$ cat config.mk
export PLATFORM = sky130hd
export DESIGN_NAME = pwm_pair_timer
export DESIGN_NICKNAME = d
export VERILOG_FILES = /design/src/rtl/pwmt_pkg.sv /design/src/rtl/pwmt_counter.sv /design/src/rtl/pwmt_cmp_bank.sv /design/src/rtl/pwmt_out_stage.sv /design/src/rtl/pwm_pair_timer.sv
export SDC_FILE = /design/constraint.sdc
export NUM_CORES = 1
export LEC_CHECK = 0
export ABC_AREA = 1
export BUFFER_PORTS_ARGS = -buffer_cell sky130_fd_sc_hd__buf_2
export CAP_MARGIN = 10
export CORE_MARGIN = 1
export CORE_UTILIZATION = 65
export CTS_CLUSTER_DIAMETER = 40
export DETAILED_ROUTE_END_ITERATION = 8
export PLACE_DENSITY = 0.83
export REMOVE_ABC_BUFFERS = 1
export SYNTH_ARGS = -nofsm -noshare
export SYNTH_HDL_FRONTEND = slang
export SYNTH_SLANG_ARGS = --single-unit
$ cat constraint.sdc
create_clock -name clk -period 2.83 [get_ports clk]
set_input_delay 0.1415 -clock clk [delete_from_list [all_inputs] [get_ports clk]]
set_output_delay 0.1415 -clock clk [all_outputs]
set_load 0.05 [all_outputs]
$ cat src/rtl/pwmt_pkg.sv
package pwmt_pkg;
    localparam int unsigned ADDR_W = 3;
    localparam logic [ADDR_W-1:0] A_CTRL   = 3'd0;
    localparam logic [ADDR_W-1:0] A_PERIOD = 3'd1;
    localparam logic [ADDR_W-1:0] A_CMP0   = 3'd2;
    localparam logic [ADDR_W-1:0] A_CMP1   = 3'd3;
    localparam logic [ADDR_W-1:0] A_CFG0   = 3'd4;
    localparam logic [ADDR_W-1:0] A_CFG1   = 3'd5;
    localparam int unsigned FLAG_CLR_BIT = 7;
    localparam int unsigned NUM_CH = 2;

    typedef struct packed {
        logic       max_duty;
        logic       tog_ovf;
        logic [1:0] lvl_sel;
        logic [1:0] mode;
    } chan_cfg_t;

    typedef enum logic [1:0] {MODE_OFF, MODE_DIRECT, MODE_BUFFERED} out_mode_e;

    function automatic out_mode_e decode_mode(logic [1:0] m);
        if (m[1]) return MODE_BUFFERED;
        if (m[0]) return MODE_DIRECT;
        return MODE_OFF;
    endfunction
endpackage

$ cat src/rtl/pwmt_counter.sv
module pwmt_counter #(
    parameter int unsigned W = 16
) (
    input  logic         clk,
    input  logic         rst_n,
    input  logic         run_i,
    input  logic [W-1:0] period_i,
    output logic [W-1:0] cnt_o,
    output logic         wrap_o
);
    typedef struct packed {
        logic [W-1:0] cnt;
    } cnt_st_t;

    cnt_st_t cnt_d, cnt_q;

    always_comb begin
        cnt_d  = cnt_q;
        wrap_o = run_i && (cnt_q.cnt == period_i);
        if (run_i) cnt_d.cnt = wrap_o ? '0 : cnt_q.cnt + 1'b1;
    end

    always_ff @(posedge clk or negedge rst_n) begin
        if (!rst_n) cnt_q <= '0;
        else        cnt_q <= cnt_d;
    end

    assign cnt_o = cnt_q.cnt;

    p_wrap_to_zero_r2: assert property (@(posedge clk) disable iff (!rst_n)
        wrap_o |=> cnt_o == '0);
    p_step_r2: assert property (@(posedge clk) disable iff (!rst_n)
        (run_i && !wrap_o) |=> cnt_o == $past(cnt_o) + 1'b1);
    p_halt_hold_r3: assert property (@(posedge clk) disable iff (!rst_n)
        !run_i |=> $stable(cnt_o));
endmodule

$ cat src/rtl/pwmt_cmp_bank.sv
module pwmt_cmp_bank
    import pwmt_pkg::*;
#(
    parameter int unsigned W = 16
) (
    input  logic              clk,
    input  logic              rst_n,
    input  logic              run_i,
    input  logic              buffered_i,
    input  logic              wrap_i,
    input  logic [W-1:0]      cnt_i,
    input  logic [NUM_CH-1:0] wr_cmp_i,
    input  logic [W-1:0]      wr_data_i,
    input  logic [NUM_CH-1:0] clr_flag_i,
    output logic [W-1:0]      act_cmp_o,
    output logic [NUM_CH-1:0] flag_o
);
    typedef struct packed {
        logic [NUM_CH-1:0][W-1:0] cmp;
        logic [NUM_CH-1:0]        flag;
        logic [NUM_CH-1:0]        pend;
        logic                     sel;
        logic [W-1:0]             act;
    } bank_st_t;

    bank_st_t bank_d, bank_q;
    logic [NUM_CH-1:0] hit;

    for (genvar c = 0; c < NUM_CH; c++) begin : g_ch
        assign hit[c] = run_i && (cnt_i == bank_q.cmp[c]);

        p_flag_set_r10: assert property (@(posedge clk) disable iff (!rst_n)
            hit[c] |=> flag_o[c]);
    end

    always_comb begin
        bank_d = bank_q;
        for (int c = 0; c < NUM_CH; c++) begin
            if (wr_cmp_i[c]) bank_d.cmp[c] = wr_data_i;
            if (hit[c])             bank_d.flag[c] = 1'b1;
            else if (clr_flag_i[c]) bank_d.flag[c] = 1'b0;
        end
        if (buffered_i) begin
            if (wrap_i) begin
                if (bank_q.pend[~bank_q.sel]) begin
                    bank_d.sel                = ~bank_q.sel;
                    bank_d.act                = bank_q.cmp[~bank_q.sel];
                    bank_d.pend[~bank_q.sel]  = 1'b0;
                end else begin
                    bank_d.act = bank_q.cmp[bank_q.sel];
                end
            end
            for (int c = 0; c < NUM_CH; c++)
                if (wr_cmp_i[c] && (1'(c) != bank_d.sel)) bank_d.pend[c] = 1'b1;
        end else begin
            bank_d.sel  = 1'b0;
            bank_d.pend = '0;
            bank_d.act  = bank_q.cmp[0];
        end
    end

    always_ff @(posedge clk or negedge rst_n) begin
        if (!rst_n) bank_q <= '0;
        else        bank_q <= bank_d;
    end

    assign act_cmp_o = buffered_i ? bank_q.act : bank_q.cmp[0];
    assign flag_o    = bank_q.flag;

    p_no_pend_active_r9: assert property (@(posedge clk) disable iff (!rst_n)
        !bank_q.pend[bank_q.sel]);
    p_act_stable_r9: assert property (@(posedge clk) disable iff (!rst_n)
        (buffered_i && !wrap_i) |=> $stable(bank_q.act));
    p_switch_on_wrap_r9: assert property (@(posedge clk) disable iff (!rst_n)
        (buffered_i && wrap_i && bank_q.pend[~bank_q.sel]) |=> bank_q.sel != $past(bank_q.sel));
endmodule

$ cat src/rtl/pwmt_out_stage.sv
module pwmt_out_stage
    import pwmt_pkg::*;
#(
    parameter int unsigned W = 16
) (
    input  logic         clk,
    input  logic         rst_n,
    input  logic         run_i,
    input  out_mode_e    mode_i,
    input  chan_cfg_t    cfg_i,
    input  logic [W-1:0] cnt_i,
    input  logic [W-1:0] cmp_i,
    input  logic         wrap_i,
    output logic         pwm_o
);
    typedef struct packed {
        logic pwm;
    } out_st_t;

    out_st_t out_d, out_q;
    logic    match, pulse_lvl, active, full;

    always_comb begin
        out_d     = out_q;
        match     = run_i && (cnt_i == cmp_i);
        pulse_lvl = ~cfg_i.lvl_sel[0];
        active    = run_i && (mode_i != MODE_OFF);
        full      = cfg_i.max_duty && cfg_i.tog_ovf;
        if (active) begin
            if (full)                              out_d.pwm = pulse_lvl;
            else if (match && cfg_i.lvl_sel[1])    out_d.pwm = cfg_i.lvl_sel[0];
            else if (wrap_i && cfg_i.tog_ovf)      out_d.pwm = ~out_q.pwm;
        end
    end

    always_ff @(posedge clk or negedge rst_n) begin
        if (!rst_n) out_q <= '0;
        else        out_q <= out_d;
    end

    assign pwm_o = out_q.pwm;

    p_full_duty_r7: assert property (@(posedge clk) disable iff (!rst_n)
        (active && full) |=> pwm_o == ~$past(cfg_i.lvl_sel[0]));
    p_zero_duty_r6: assert property (@(posedge clk) disable iff (!rst_n)
        (!cfg_i.tog_ovf && cfg_i.lvl_sel == 2'b10 && !pwm_o) |=> !pwm_o);
    p_hold_off_r4: assert property (@(posedge clk) disable iff (!rst_n)
        (mode_i == MODE_OFF) |=> $stable(pwm_o));
    p_cmp_wins_r11: assert property (@(posedge clk) disable iff (!rst_n)
        (active && !full && match && wrap_i && cfg_i.lvl_sel[1]) |=> pwm_o == $past(cfg_i.lvl_sel[0]));
endmodule

$ cat src/rtl/pwm_pair_timer.sv
module pwm_pair_timer
    import pwmt_pkg::*;
#(
    parameter int unsigned CNT_W = 16
) (
    input  logic              clk,
    input  logic              rst_n,
    input  logic              wr_en_i,
    input  logic [ADDR_W-1:0] wr_addr_i,
    input  logic [CNT_W-1:0]  wr_data_i,
    output logic              pwm_o,
    output logic [CNT_W-1:0]  count_o,
    output logic              wrap_o,
    output logic              flag0_o,
    output logic              flag1_o
);
    localparam int unsigned CFG_W = $bits(chan_cfg_t);

    typedef struct packed {
        logic             halt;
        logic [CNT_W-1:0] period;
        chan_cfg_t        cfg0;
    } regs_t;

    regs_t regs_d, regs_q;
    logic [NUM_CH-1:0] wr_cmp, clr_flag, flags;
    logic [CNT_W-1:0]  act_cmp;
    logic              run, wrap;
    out_mode_e         mode;

    always_comb begin
        regs_d = regs_q;
        if (wr_en_i) begin
            case (wr_addr_i)
                A_CTRL:   regs_d.halt   = wr_data_i[0];
                A_PERIOD: regs_d.period = wr_data_i;
                A_CFG0:   regs_d.cfg0   = chan_cfg_t'(wr_data_i[CFG_W-1:0]);
                default:  ;
            endcase
        end
    end

    always_ff @(posedge clk or negedge rst_n) begin
        if (!rst_n) begin
            regs_q.halt   <= 1'b1;
            regs_q.period <= '1;
            regs_q.cfg0   <= '0;
        end else begin
            regs_q <= regs_d;
        end
    end

    assign run         = !regs_q.halt;
    assign mode        = decode_mode(regs_q.cfg0.mode);
    assign wr_cmp[0]   = wr_en_i && (wr_addr_i == A_CMP0);
    assign wr_cmp[1]   = wr_en_i && (wr_addr_i == A_CMP1);
    assign clr_flag[0] = wr_en_i && (wr_addr_i == A_CFG0) && wr_data_i[FLAG_CLR_BIT];
    assign clr_flag[1] = wr_en_i && (wr_addr_i == A_CFG1) && wr_data_i[FLAG_CLR_BIT];

    pwmt_counter #(.W(CNT_W)) u_cnt (
        .clk(clk), .rst_n(rst_n), .run_i(run), .period_i(regs_q.period),
        .cnt_o(count_o), .wrap_o(wrap)
    );

    pwmt_cmp_bank #(.W(CNT_W)) u_bank (
        .clk(clk), .rst_n(rst_n), .run_i(run), .buffered_i(mode == MODE_BUFFERED),
        .wrap_i(wrap), .cnt_i(count_o), .wr_cmp_i(wr_cmp), .wr_data_i(wr_data_i),
        .clr_flag_i(clr_flag), .act_cmp_o(act_cmp), .flag_o(flags)
    );

    pwmt_out_stage #(.W(CNT_W)) u_out (
        .clk(clk), .rst_n(rst_n), .run_i(run), .mode_i(mode), .cfg_i(regs_q.cfg0),
        .cnt_i(count_o), .cmp_i(act_cmp), .wrap_i(wrap), .pwm_o(pwm_o)
    );

    assign wrap_o  = wrap;
    assign flag0_o = flags[0];
    assign flag1_o = flags[1];

    p_no_wrap_halted_r3: assert property (@(posedge clk) disable iff (!rst_n)
        regs_q.halt |-> !wrap_o);
endmodule

; After elaboration in Yosys (flattened, before gate mapping)
; Index checks and enable logic that the tools add are counted.
[totals]
ff_bits = 93
input_bits = 22
out_inout_bits = 20
elab_cells = 101
[op_classes]
add_sub_neg = 1
order_cmp = 3
n_eq_ne = 15
n_mux = 31
n_bitwise = 6
reduce_logical = 29
[ops]
columns = cell, count
row1 = 16-bit two-way mux, 7
row2 = 16-bit equality test, 4
row3 = 19-bit two-way mux, 3
row4 = 1-bit logical AND, 17
row5 = "16-bit by 1-bit adder with 16-bit output, second input constant", 1
row6 = 1-bit two-way mux, 15
row7 = 2-bit AND reduction, 6
row8 = 2-bit two-way mux, 4
row9 = "3-bit by 2-bit equality test with 1-bit output, second input constant", 2
row10 = "3-bit equality test, second input constant", 2
row11 = "3-bit by 2-bit != test with 1-bit output, second input constant", 2
row12 = "3-bit != test, second input constant", 2
row13 = 2-bit nonzero test, 3
row14 = "1-bit by 2-bit less-than comparator with 1-bit output, second input constant", 2
row15 = 1-bit NOT, 4
row16 = "3-bit by 1-bit equality test with 1-bit output, second input constant", 1
row17 = 3-bit logical NOT, 1
row18 = 3-bit two-way mux, 1
row19 = 3-bit nonzero test, 1
row20 = 2-bit bitwise AND, 1
row21 = "2-bit equality test, second input constant", 1
row22 = "2-bit by 1-bit != test with 1-bit output, second input constant", 1
row23 = 2-bit NOT, 1
row24 = 1-bit demux with 1-bit select, 1
row25 = 2 further kinds, 2

; Logic depth before layout (Yosys ltp)
[depth]
ltp_word = 14
ltp_mapped = 16
mapped_depth_nobuf = 14

; By module
; Synthesis repeated with hierarchy kept, for this count alone.
[hier_totals]
hier_cells = 945
hier_area_um2 = 6067.1
[by_module_without_submodules]
columns = mod, n_inst, cells_per_inst, area_each_um2, seq_area_each_um2
row1 = pwmt_cmp_bank, 1, 418, 2959.1, 1326.3
row2 = pwmt_counter, 1, 276, 1526.5, 400.4
row3 = pwm_pair_timer, 1, 117, 1037.2, 596.8
row4 = pwmt_out_stage, 1, 134, 544.3, 25.0

; Worst setup path before layout
; Ideal clock, no wire load.
[synth_path]
kind = reg2reg
start = reg u_cnt.cnt_q (netlist bit u_cnt.cnt_o[10])
end = reg u_bank.bank_q[17] (netlist bit)
setup_time_ps = 117
arrival_time_ps = 1965
path_slack_ps = 748
stages_incl_launch_ff = 13
path_buffers = 1
period_less_slack_ps = 2082
cell_sequence = dfrtp_1 -> buf_4 -> inv_2 -> nand2_1 -> nand2_1 -> nor2_1 -> nand3_1 -> nor2_4 -> nand3_4 -> inv_2 -> a21oi_1 -> nand3_1 -> nand2_1
[synth_between]
elab_chain_cells = 7
word_cells_on_any_way = 10
[synth_lines]
columns = element, line_no
row1 = from (decl), pwmt_counter.sv:15  ; cnt_st_t cnt_d, cnt_q;
row2 = from (signal assigned), pwmt_counter.sv:25  ; else cnt_q <= cnt_d;
row3 = 16-bit equality test *, pwmt_counter.sv:19  ; wrap_o = run_i && (cnt_q.cnt == period_i);
row4 = 1-bit logical AND *, pwmt_counter.sv:19
row5 = net wrap_o, pwm_pair_timer.sv:13  ; output logic wrap_o,
row6 = 19-bit two-way mux, pwmt_cmp_bank.sv:44  ; if (wrap_i) begin
row7 = 19-bit two-way mux, pwmt_cmp_bank.sv:43  ; if (buffered_i) begin
row8 = 1-bit logical AND, pwmt_cmp_bank.sv:54  ; if (wr_cmp_i[c] && (1'(c) != bank_d.sel)) bank_d.pend[c] = 1'b1;
row9 = 3-bit by 2-bit != test with 1-bit output (no source line) (tied with other cells), --
row10 = 2-bit AND reduction (no source line) / 19-bit two-way mux (equally long branches), --
row11 = to (signal assigned), pwmt_cmp_bank.sv:64  ; else bank_q <= bank_d;
row12 = to (decl), pwmt_cmp_bank.sv:26  ; bank_st_t bank_d, bank_q;
; The timed path passes the listed nets; every way through them passes the cells marked *. The select of a mux whose other input is x is not followed.
; A chain may end at the register's enable or synchronous reset.

; Final worst setup path
[layout_path]
start = reg u_cnt.cnt_q (netlist bit u_cnt.cnt_o[10])
end = out wrap_o
[layout_between]
elab_chain_cells = 2
[layout_lines]
columns = element, line_no
row1 = 16-bit equality test, pwmt_counter.sv:19
row2 = 1-bit logical AND, pwmt_counter.sv:19
row3 = to (decl), pwm_pair_timer.sv:13
; Every way passes these cells.

==> out/results.ini <==
[clock_tree]
cts_root_buf=clkbuf_8
hold_buffers=2
cts.repair.resized=0
cts_tree=done
path_clk_slew_ps=100
post_cts_buffers=0
htree_levels=3
cts.sinks=93
clk-insertion-delay-late_ps=360
cts_buffers=9
cts.path.max_buffers=2

[layout]
n_fill_cell=590
area_growth_pct=9.34
drive_gt1_share_pct=15.3
seq_area_sq_um=2350
antennaDiodeCount=0
final_cells=854
multi_input_area_sq_um=2530
layout.nets=770

[setup_path]
critical_path.endpoint_type=output port
path_cells=inv_2 > nand2_1 > nand2_1 > nor2_1 > nand3_1 > nor2_4 > nand3_4 > inv_2 > buf_2
slowest_stage=dfrtp_1
start_kind=flop
critPathArrivalTime_ps=2600
cpPeakStageDelay_ps=570
crit_required_ps=2690
path_delay_family=simple AND/OR/NAND/NOR gates
path_max_fanout=24
critical_path_class=flop to output port
path_buf_inv=3

[timing]
period_needed_ps=2740
final-setup-viol-count=0
period_share_pct=96.9
fmax_ghz=0.365
worstMarginPinSlew_ps=1060
grt_setup_unrepaired=no
clock_skew_ps=17.3
finalMaxSlewViolations=0
relSlewSlack_pct=29.4
tns_ps=0
hold_viol_final=0

[global_route]
grt_max_degree=52
grt_usage_pct=41.1
grt_pass1_vias=5140
antenna_found_initial=0
grt_pass1_wl_mm=26.5
grt-ovfl-total=0

[logic_synthesis]
async_flop_share_pct=100
yosysTopAreaCell=dfrtp_1
synth.top_cells.by_count=nand2_1 (219), o21ai_0 (78), dfrtp_1 (76)
synth_ff_type=dfrtp_1
synth-seq-cells=93
yosysMostFrequentCell=nand2_1
synth_top_area_share_pct=35.5
ys_top_cells_by_area=dfrtp_1 (36%), nand2_1 (15%), dfstp_2 (8.3%), o21ai_0 (7.3%), nand3_1 (4.8%)
synthDistinctLibCells=41
synth.avg_cell_area_sq_um=7.52
yosysSeqAreaShare_pct=43.8
syn_inst=712
synth_warnings=0
synth-edff-count=0
netlist_area_sq_um=5360

[floorplanning]
core_area_sq_um=7850
boundaryPins=42
dieHeight_microns=92.8
num_rows=32
start_util_pct=68.3
fp.dieW_microns=92.8
dieArea_sq_um=8610

[routing]
drt_wl_total_mm=16.8
drc=0
via_per_inst=6.32
vias=5396
postRouteAntennaNets=0
first_iter_violations=666
firstDrtPassIters=6
wl_per_cell_microns=19.7

[placed_design]
io_buffers=41
placedCellCount=836
finalWeightedCongestion=1.05
hpwl_mm=12.6

[power]
leakagePower_uw=0.00293
peakVddDrop_v=0.000642
power_density_nw_per_um2=814

[status]
status=finished, final reports clean

[hold_path]
min_path_type=input port to flop

[job]
drv_cap=0

## area by class of cell
type	instances	share of cell area, %
repair buffers	55	5.64
multi-input cells	510	43.2
clock inverters	3	1.17
well taps	102	2.18
flip-flops and latches	93	40.1
clock buffers	13	2.71
inverters	78	5.04
## per-layer routing
layer / vias up / wire, microns / track usage, %
met2: 342 / 7710 / 63.8
met3: 77 / 1670 / 7.64
li1: 2394 / - / -
met4: 0 / 747 / 18.7
met1: 2583 / 6670 / 56.0
met5: - / 0 / 0
## power breakdown
part           total (uW)  switching (uW)  internal [uW]
Sequential           1980             334           1650
Combinational        1760            1210            551
Clock                1030             477            551
Total                4770            2020           2750
## stage by stage
step / instance area [sq um] / hold WS (ps) / setup WS (ps) / power, uW / utilization, %
finish: 5860 / 8.99 / 88.6 / 4770 / 74.6
global route: 5860 / 16.7 / 8.91 / 5010 / 74.6
CTS: 5860 / 13.3 / 130 / 4700 / 74.6
detailed placement: 5610 / 167 / 532 / 3680 / 71.5
global placement: 5610 / 156 / 548 / 3580 / 71.5
floorplan: 5170 / -154 / 535 / 3090 / -
## sequential cells by signal, summed over array words and instances, names as in the netlist
name,count
u_out.pwm_o,1
u_bank.bank_q,51
regs_q,23
u_cnt.cnt_o,16
u_bank.flag_o,2
## logic make-up after synthesis
family | Yosys count | synth area share, %
multiplexers | 1 | 0.210
AND/OR/NAND/NOR | 359 | 29.0
AO/OA/AOI/OAI | 126 | 14.0
buffers and inverters | 109 | 8.97
XOR/XNOR | 23 | 3.76
adder cells (fa/ha/maj) | 1 | 0.234
flip-flops | 93 | 43.8
## worst paths after layout
kind,startpoint,end,slack (ps),cells after the start
setup / recovery,u_cnt.cnt_o[10],wrap_o,90,9
hold / removal,wr_data_i[3],u_bank.bank_q[40],9,3
setup reg to reg,u_cnt.cnt_o[10],u_bank.bank_q[8],370,11
hold reg to reg,regs_q[0],regs_q[0],490,2
max in group asynchronous,rst_n,regs_q[12],1790,3
min in group asynchronous,rst_n,u_bank.bank_q[17],310,2
## tightest hold or removal path: cells and delay by family
kind / cells / cell delay [ps]
simple gates: 1 / 40
compound gates: 1 / 70
buf+inv: 1 / 90
## cells in the final DEF (no fill, tap or decap), drive strengths merged
master / instances
a211oi: 1
nand2: 222
inv: 78
o211ai: 6
a31oi: 6
mux2: 1
o21ai: 88
ha: 1
o22ai: 9
nor3: 13
nand3b: 1
buf: 53
dfstp: 17
nor4: 6
clkbuf: 13
or2: 4
nor2: 46
clkinv: 1
xnor2: 10
dlygate4sd3: 2
dfrtp: 76
o2111ai: 4
xor2: 13
nand4: 15
bufinv: 2
a21oi: 7
nand3: 52
o311ai: 5
(Power assumes the default switching activity.)
